===== config.mk =====
export PLATFORM = sky130hd
export DESIGN_NAME = pla_array
export DESIGN_NICKNAME = d
export VERILOG_FILES = /design/src/rtl/pla_pkg.sv /design/src/rtl/pla_cfg_store.sv /design/src/rtl/pla_and_plane.sv /design/src/rtl/pla_or_node.sv /design/src/rtl/pla_array.sv
export SDC_FILE = /design/constraint.sdc
export NUM_CORES = 1
export LEC_CHECK = 0
export ABC_AREA = 1
export BUFFER_PORTS_ARGS = -buffer_cell sky130_fd_sc_hd__clkbuf_2
export CELL_PAD_IN_SITES_DETAIL_PLACEMENT = 1
export CELL_PAD_IN_SITES_GLOBAL_PLACEMENT = 2
export CORE_ASPECT_RATIO = 1.1
export CORE_MARGIN = 3
export CORE_UTILIZATION = 34
export CTS_BUF_LIST = sky130_fd_sc_hd__clkbuf_2 sky130_fd_sc_hd__clkbuf_4 sky130_fd_sc_hd__clkbuf_8
export DETAILED_ROUTE_END_ITERATION = 10
export GPL_ROUTABILITY_DRIVEN = 0
export PLACE_DENSITY_LB_ADDON = 0.1
export SLEW_MARGIN = 20
export SYNTH_ARGS = -nofsm -noshare
export SYNTH_HDL_FRONTEND = slang
export SYNTH_HIERARCHICAL = 1
export SYNTH_SLANG_ARGS = --single-unit

===== constraint.sdc =====
create_clock -name clk -period 3.2 [get_ports clk]
set_input_delay 0.32 -clock clk [delete_from_list [all_inputs] [get_ports clk]]
set_output_delay 0.32 -clock clk [all_outputs]
set_load 0.005 [all_outputs]

===== src/rtl/pla_pkg.sv =====
`timescale 1ns/1ps
package pla_pkg;

  typedef enum logic [1:0] {
    KIND_CUBE  = 2'd0,
    KIND_OWNER = 2'd1,
    KIND_NODE  = 2'd2,
    KIND_ROUTE = 2'd3
  } cfg_kind_e;

  localparam int TYPE_W = 4;
  localparam int BUF_W  = 3;

  localparam logic [TYPE_W-1:0] NT_OFF      = 4'd0;
  localparam logic [TYPE_W-1:0] NT_SUM_A    = 4'd2;
  localparam logic [TYPE_W-1:0] NT_SUM_B    = 4'd3;
  localparam logic [TYPE_W-1:0] NT_SUM_C    = 4'd4;
  localparam logic [TYPE_W-1:0] NT_ZERO     = 4'd5;
  localparam logic [TYPE_W-1:0] NT_ONE      = 4'd6;
  localparam logic [TYPE_W-1:0] NT_PIN      = 4'd7;
  localparam logic [TYPE_W-1:0] NT_PIN_AND  = 4'd8;
  localparam logic [TYPE_W-1:0] NT_PAIR_AND = 4'd9;
  localparam logic [TYPE_W-1:0] NT_PAIR_OR  = 4'd10;
  localparam logic [TYPE_W-1:0] NT_PIN_XOR  = 4'd12;
  localparam logic [TYPE_W-1:0] NT_SUM_D    = 4'd13;

  localparam logic [BUF_W-1:0] BF_OFF  = 3'd0;
  localparam logic [BUF_W-1:0] BF_PASS = 3'd1;
  localparam logic [BUF_W-1:0] BF_INV  = 3'd2;
  localparam logic [BUF_W-1:0] BF_XOR  = 3'd3;
  localparam logic [BUF_W-1:0] BF_XNOR = 3'd4;

  function automatic logic type_ok(input logic [TYPE_W-1:0] t);
    case (t)
      NT_OFF, NT_SUM_A, NT_SUM_B, NT_SUM_C, NT_ZERO, NT_ONE, NT_PIN,
      NT_PIN_AND, NT_PAIR_AND, NT_PAIR_OR, NT_PIN_XOR, NT_SUM_D: return 1'b1;
      default: return 1'b0;
    endcase
  endfunction

  function automatic logic buf_ok(input logic [BUF_W-1:0] b);
    return (b <= BF_XNOR);
  endfunction

endpackage


===== src/rtl/pla_cfg_store.sv =====
`timescale 1ns/1ps
module pla_cfg_store
  import pla_pkg::*;
#(
  parameter int N_IN   = 6,
  parameter int N_TERM = 8,
  parameter int N_OUT  = 4,
  parameter int N_SIG  = 8,
  parameter int IDXW   = 3,
  parameter int DW     = 13,
  parameter int OW     = 2,
  parameter int SW     = 3,
  parameter int PW     = 3
) (
  input  logic                                clk,
  input  logic                                rst_n,
  input  logic                                cfg_we,
  input  logic [1:0]                          cfg_kind,
  input  logic [IDXW-1:0]                     cfg_idx,
  input  logic [DW-1:0]                       cfg_data,
  output logic [N_TERM-1:0][N_IN-1:0]         cube_care,
  output logic [N_TERM-1:0][N_IN-1:0]         cube_val,
  output logic [N_TERM-1:0]                   own_en,
  output logic [N_TERM-1:0][OW-1:0]           own_node,
  output logic [N_OUT-1:0][TYPE_W-1:0]        node_type,
  output logic [N_OUT-1:0][BUF_W-1:0]         node_buf,
  output logic [N_OUT-1:0][SW-1:0]            node_pa,
  output logic [N_OUT-1:0][SW-1:0]            node_pb,
  output logic [N_SIG-1:0]                    route_en,
  output logic [N_SIG-1:0][PW-1:0]            route_in,
  output logic                                cfg_err
);

  localparam int BUF_LO = TYPE_W;
  localparam int PA_LO  = TYPE_W + BUF_W;
  localparam int PB_LO  = PA_LO + SW;

  logic [TYPE_W-1:0] wr_type;
  logic [BUF_W-1:0]  wr_buf;
  logic              wr_node_hit;

  assign wr_type     = cfg_data[TYPE_W-1:0];
  assign wr_buf      = cfg_data[BUF_LO +: BUF_W];
  assign wr_node_hit = cfg_we && (cfg_kind == KIND_NODE) && (int'(cfg_idx) < N_OUT);

  always_ff @(posedge clk or negedge rst_n) begin
    if (!rst_n) begin
      cube_care <= '0;
      cube_val  <= '0;
      own_en    <= '0;
      own_node  <= '0;
    end else if (cfg_we) begin
      for (int t = 0; t < N_TERM; t++) begin
        if (cfg_idx == IDXW'(t)) begin
          if (cfg_kind == KIND_CUBE) begin
            cube_val[t]  <= cfg_data[N_IN-1:0];
            cube_care[t] <= cfg_data[2*N_IN-1:N_IN];
          end else if (cfg_kind == KIND_OWNER) begin
            own_node[t] <= cfg_data[OW-1:0];
            own_en[t]   <= cfg_data[OW];
          end
        end
      end
    end
  end

  always_ff @(posedge clk or negedge rst_n) begin
    if (!rst_n) begin
      node_type <= '0;
      node_buf  <= '0;
      node_pa   <= '0;
      node_pb   <= '0;
    end else if (wr_node_hit) begin
      for (int n = 0; n < N_OUT; n++) begin
        if (cfg_idx == IDXW'(n)) begin
          node_type[n] <= wr_type;
          node_buf[n]  <= wr_buf;
          node_pa[n]   <= cfg_data[PA_LO +: SW];
          node_pb[n]   <= cfg_data[PB_LO +: SW];
        end
      end
    end
  end

  always_ff @(posedge clk or negedge rst_n) begin
    if (!rst_n) begin
      route_en <= '0;
      route_in <= '0;
    end else if (cfg_we && (cfg_kind == KIND_ROUTE)) begin
      for (int s = 0; s < N_SIG; s++) begin
        if (cfg_idx == IDXW'(s)) begin
          route_in[s] <= cfg_data[PW-1:0];
          route_en[s] <= cfg_data[PW];
        end
      end
    end
  end

  always_ff @(posedge clk or negedge rst_n) begin
    if (!rst_n) begin
      cfg_err <= 1'b0;
    end else if (wr_node_hit && (!type_ok(wr_type) || !buf_ok(wr_buf))) begin
      cfg_err <= 1'b1;
    end
  end

endmodule


===== src/rtl/pla_and_plane.sv =====
`timescale 1ns/1ps
module pla_and_plane #(
  parameter int N_IN   = 6,
  parameter int N_TERM = 8,
  parameter int N_SIG  = 8,
  parameter int PW     = 3
) (
  input  logic [N_SIG-1:0]              sig_in,
  input  logic [N_SIG-1:0]              route_en,
  input  logic [N_SIG-1:0][PW-1:0]      route_in,
  input  logic [N_TERM-1:0][N_IN-1:0]   cube_care,
  input  logic [N_TERM-1:0][N_IN-1:0]   cube_val,
  output logic [N_TERM-1:0]             term_hit
);

  logic [N_IN-1:0] pla_in;

  always_comb begin
    pla_in = '0;
    for (int s = 0; s < N_SIG; s++) begin
      for (int i = 0; i < N_IN; i++) begin
        if (route_en[s] && (route_in[s] == PW'(i))) begin
          pla_in[i] = pla_in[i] | sig_in[s];
        end
      end
    end
  end

  for (genvar t = 0; t < N_TERM; t++) begin : g_cube
    assign term_hit[t] = &(~cube_care[t] | ~(pla_in ^ cube_val[t]));
  end

endmodule


===== src/rtl/pla_or_node.sv =====
`timescale 1ns/1ps
module pla_or_node
  import pla_pkg::*;
#(
  parameter int N_TERM  = 8,
  parameter int N_SIG   = 8,
  parameter int OW      = 2,
  parameter int SW      = 3,
  parameter int NODE_ID = 0
) (
  input  logic [N_TERM-1:0]          term_hit,
  input  logic [N_TERM-1:0]          own_en,
  input  logic [N_TERM-1:0][OW-1:0]  own_node,
  input  logic [TYPE_W-1:0]          ntype,
  input  logic [BUF_W-1:0]           nbuf,
  input  logic [SW-1:0]              pa_sel,
  input  logic [SW-1:0]              pb_sel,
  input  logic [N_SIG-1:0]           sig_in,
  output logic                       y
);

  logic seen, lead, tail, arr, pin_a, pin_b, raw, flip, live;

  always_comb begin
    seen = 1'b0;
    lead = 1'b0;
    tail = 1'b0;
    for (int t = 0; t < N_TERM; t++) begin
      if (own_en[t] && (own_node[t] == OW'(NODE_ID))) begin
        if (!seen) begin
          lead = term_hit[t];
          seen = 1'b1;
        end else begin
          tail = tail | term_hit[t];
        end
      end
    end
  end

  assign arr   = ((nbuf == BF_XOR) || (nbuf == BF_XNOR)) ? (lead ^ tail) : (lead | tail);
  assign pin_a = sig_in[pa_sel];
  assign pin_b = sig_in[pb_sel];

  always_comb begin
    case (ntype)
      NT_SUM_A, NT_SUM_B, NT_SUM_C, NT_SUM_D: raw = arr;
      NT_ONE:      raw = 1'b1;
      NT_PIN:      raw = pin_a;
      NT_PIN_AND:  raw = pin_a & arr;
      NT_PAIR_AND: raw = pin_a & pin_b;
      NT_PAIR_OR:  raw = pin_a | pin_b;
      NT_PIN_XOR:  raw = pin_a ^ arr;
      default:     raw = 1'b0;
    endcase
  end

  assign flip = (nbuf == BF_INV) || (nbuf == BF_XNOR);
  assign live = type_ok(ntype) && buf_ok(nbuf) && (ntype != NT_OFF) && (nbuf != BF_OFF);
  assign y    = live & (raw ^ flip);

endmodule


===== src/rtl/pla_array.sv =====
`timescale 1ns/1ps
module pla_array
  import pla_pkg::*;
#(
  parameter int N_IN   = 6,
  parameter int N_TERM = 8,
  parameter int N_OUT  = 4,
  parameter int N_SIG  = 8,
  localparam int OW    = (N_OUT > 1) ? $clog2(N_OUT) : 1,
  localparam int SW    = (N_SIG > 1) ? $clog2(N_SIG) : 1,
  localparam int PW    = $clog2(N_IN + 1),
  localparam int MAXN  = (N_TERM > N_OUT) ? ((N_TERM > N_SIG) ? N_TERM : N_SIG)
                                          : ((N_OUT > N_SIG) ? N_OUT : N_SIG),
  localparam int IDXW  = (MAXN > 1) ? $clog2(MAXN) : 1,
  localparam int DW_A  = 2 * N_IN,
  localparam int DW_B  = TYPE_W + BUF_W + 2 * SW,
  localparam int DW_C  = ((OW + 1) > (PW + 1)) ? (OW + 1) : (PW + 1),
  localparam int DW_AB = (DW_A > DW_B) ? DW_A : DW_B,
  localparam int DW    = (DW_AB > DW_C) ? DW_AB : DW_C
) (
  input  logic              clk,
  input  logic              rst_n,
  input  logic              cfg_we,
  input  logic [1:0]        cfg_kind,
  input  logic [IDXW-1:0]   cfg_idx,
  input  logic [DW-1:0]     cfg_data,
  input  logic [N_SIG-1:0]  sig_in,
  output logic [N_OUT-1:0]  node_out,
  output logic              cfg_err
);

  logic [N_TERM-1:0][N_IN-1:0]  cube_care, cube_val;
  logic [N_TERM-1:0]            own_en;
  logic [N_TERM-1:0][OW-1:0]    own_node;
  logic [N_OUT-1:0][TYPE_W-1:0] node_type;
  logic [N_OUT-1:0][BUF_W-1:0]  node_buf;
  logic [N_OUT-1:0][SW-1:0]     node_pa, node_pb;
  logic [N_SIG-1:0]             route_en;
  logic [N_SIG-1:0][PW-1:0]     route_in;
  logic [N_TERM-1:0]            term_hit;

  pla_cfg_store #(
    .N_IN(N_IN), .N_TERM(N_TERM), .N_OUT(N_OUT), .N_SIG(N_SIG),
    .IDXW(IDXW), .DW(DW), .OW(OW), .SW(SW), .PW(PW)
  ) u_store (
    .clk(clk), .rst_n(rst_n), .cfg_we(cfg_we), .cfg_kind(cfg_kind),
    .cfg_idx(cfg_idx), .cfg_data(cfg_data),
    .cube_care(cube_care), .cube_val(cube_val),
    .own_en(own_en), .own_node(own_node),
    .node_type(node_type), .node_buf(node_buf),
    .node_pa(node_pa), .node_pb(node_pb),
    .route_en(route_en), .route_in(route_in),
    .cfg_err(cfg_err)
  );

  pla_and_plane #(
    .N_IN(N_IN), .N_TERM(N_TERM), .N_SIG(N_SIG), .PW(PW)
  ) u_plane (
    .sig_in(sig_in), .route_en(route_en), .route_in(route_in),
    .cube_care(cube_care), .cube_val(cube_val), .term_hit(term_hit)
  );

  for (genvar n = 0; n < N_OUT; n++) begin : g_node
    pla_or_node #(
      .N_TERM(N_TERM), .N_SIG(N_SIG), .OW(OW), .SW(SW), .NODE_ID(n)
    ) u_node (
      .term_hit(term_hit), .own_en(own_en), .own_node(own_node),
      .ntype(node_type[n]), .nbuf(node_buf[n]),
      .pa_sel(node_pa[n]), .pb_sel(node_pb[n]),
      .sig_in(sig_in), .y(node_out[n])
    );
  end

endmodule


==> key figures <==
Setup path
  • Required time worst endpoint: around 2.9 ns
  • Worst Path Buf+Inv: 3
  • Worst path max stage delay: between 0.4 and 0.5 ns
  • Nature of the critical path endpoint: output port
  • R2R Path Start: u_store/cube_val[17]
  • Cells on worst reg2reg path: 3
  • CP Data Arrival Time: roughly 4 ns
  • Critical Path Fanout Max: 7
  • Critical path's slowest cell: dfrtp_1
  • Startpoint class of the critical path: register
  • Worst path depth: 30
  • Crit Path Class: reg -> out
  • Worst R2R Setup Slack: between 2 and 2.5 ns
  • Top delay family on crit path: simple AND/OR/NAND/NOR gates
  • R2R Path End: u_store/cube_val[17]

Detailed routing
  • Detailed-router iteration count before antenna repair: 5
  • Routed vias: 11610
  • Drt initial violations: ~500
  • DRC viols: 0
  • WL/cell: 18.30 µm
  • ANT nets after route: 0
  • Vias per cell: 5.018
  • Detailed Route WL: between 40 and 50 mm

Job
  • Number of max-cap violations: 0

Logic synthesis
  • Synthesized instance count: between 1500 and 2000
  • Sequential share of the synthesized area: 0.4253
  • Avg Cell Area, Syn: slightly below 7 µm²
  • Post-synth EDFFs: 0
  • Cell variety after synth: 35
  • Post-synthesis net count: ~1800
  • Synthesized area: approximately 12000 µm²
  • Async SR Flop Fraction: 1.000
  • Most used DFF post-synth: dfrtp_1
  • Synthesized flop and latch total: just over 200
  • YS warnings: 6

Finish
  • Most common cell after layout, fill and taps aside: nand2_1
  • Final layout net count: approximately 1900
  • Share of layout cells above drive strength 1: 0.1979
  • Final instance area: roughly 14000 µm²
  • Area growth syn-to-layout: 20.16%
  • Most frequent cells in the layout: nand2_1, o21ai_0, dfrtp_1
  • Antenna Cells: 0

STA
  • Slew headroom: 0.3465
  • Final WS setup: -1.207 ns
  • Crit path time final: around 4.4 ns
  • Max Fclk: between 200 and 250 MHz
  • Final period util: 1.377
  • Clock Skews: 0 ns
  • RSZ-0062 raised after global routing: true
  • Final hold viol count: 0
  • Setup_tns: -4.502 ns
  • Slew @ Worst Pin: between 0.9 and 1 ns
  • Final setup viols: 4
  • Pins Over Slew Limit: 0

Pwr
  • Leak Pwr: about 0.0072 µW
  • Cell Pwr Density: ~650 nW/µm²
  • Worst vdd ir: about 0.47 mV

Clocking
  • Clock slew at reported path FFs: roughly 0.06 ns
  • H-Tree Depth: 2
  • Clk_lat worst skew: between 0.5 and 0.6 ns
  • Clk Tree Root Cell: clkbuf_8
  • CTS buffer count: 39
  • Clock sink count: just over 200
  • CTS Buffer Depth: 3
  • CTS tree: done

GRT
  • Number of global-route vias before repair: approximately 12000
  • GR Overflow Total: 0
  • Antenna violations before repair: 2
  • First-pass GRT wire length: about 67 mm
  • Gr usage total: 0.2278
  • Largest net degree at the start of global routing: 75

Die
  • Die height: around 200 µm
  • DIE AREA: approximately 38000 µm²
  • Ports: 34
  • Initial Util: 0.3491
  • Core area: 34560 µm²
  • Num rows: 71
  • Die Span X: 185.6 µm

Run status
  • Failing checks: setup timing
  • Outcome: complete, but fails checks

Min path
  • Worst hold stages: 3
  • Hold/Removal Path Class: in -> reg
  • Hold path endpoint: u_store/route_in[4]
  • Hold path startpoint: cfg_data[1]

Place
  • Area post-placement: between 10000 and 15000 µm²
  • DP HPWL: roughly 31 mm
  • I/O Buffers: 33
registers in the layout (all words and copies together), names as in the netlist:
register	count
u_store/cube_val	48
u_store/node_type	16
u_store/own_node	16
u_store/cube_care	48
u_store/route_en	8
u_store/own_en	8
u_store/node_pb	12
u_store/node_pa	12
u_store/cfg_err	1
u_store/node_buf	12
u_store/route_in	24
where the power goes:
part           switching (µW)  total [µW]  internal, µW  leakage (µW)
Clock                    1140        2690          1560      0.000426
Sequential                498        3560          3060       0.00264
Combinational            1880        3130          1250       0.00414
area by class of cell:
type	count	area, µm²
Inverter	191	716.9
Clock buffer	64	799.5
Multi-Input combinational cell	1308	6471
Fill cell	4392	20060
Timing Repair Buffer	107	819.5
Tap cell	438	548.0
Sequential cell	205	5140
routing by layer:
metal,track usage,vias to the layer above,wire length (µm)
met3,0.02961,70,1135
met2,0.4079,140,21380
met4,0.08034,0,1466
met1,0.2806,5564,18340
li1,-,5833,-
met5,0,-,0
metrics by stage:
step | setup slack [ns] | hold slack (ns) | utilization | total power (µW) | cells
3_3_place_gp | -0.8006 | 0.3358 | 0.3803 | 6360 | 2239
5_1_grt | -1.490 | 0.1019 | 0.4195 | 10100 | 2313
3_5_place_dp | -0.8643 | 0.3377 | 0.3803 | 6448 | 2239
2_1_floorplan | 0.1146 | 0.02441 | - | 5241 | 1748
4_1_cts | -1.200 | 0.06917 | 0.4096 | 9343 | 2311
6_report | -1.207 | 0.1174 | 0.4195 | 9384 | 2313
synth_stat cells, drive strengths merged (6+ instances only):
library cell,count,area (µm²)
nand2,629,2462
o211ai,11,82.58
dfrtp,205,5130
nor3,20,116.4
clkbuf,36,135.1
a21oi,31,170.2
inv,191,716.9
nor2,157,739.5
buf,8,40.04
o21ai,230,1174
nand3b,15,120.1
o22ai,6,37.54
nand4,7,43.79
nand3,190,975.9
worst reg2reg max path, delay by kind of cell, from the launching register on:
family / cells / cell delay [ns]
simple gates: 1 / 0.05
compound gates: 1 / 0.10
buf+inv: 1 / 0.14
flops: 1 / 0.40
repair_timing:
action | in CTS | in global routing
endpoints found under the setup margin | 4 | 4
gates resized for setup | 38 | 107
pin swaps | 13 | 65
hold endpoints to repair | 72 | 0
setup buffers | 7 | 4
hold buffers | 1 | 0
worst max-delay path by stage:
stage / start / to / slack [ns]
after global routing: u_store/route_en[6] / node_out[2] / -1.49
after CTS: u_store/route_en[1] / node_out[3] / -1.20
after floorplan: u_store/route_en[7] / node_out[1] / 0.11
final: u_store/route_en[3] / node_out[2] / -1.21
after detailed placement: sig_in[3] / node_out[3] / -0.86
after global placement: sig_in[3] / node_out[3] / -0.80
kinds of logic after synthesis:
family                     share of synthesized area
and+or+nand+nor                               0.3722
AOI/OAI and AO/OA                             0.1245
buffers and inverters                        0.07396
DFF                                           0.4253
adders and majority gates                   0.004149
Note: power is estimated with default switching activity, not from simulation.
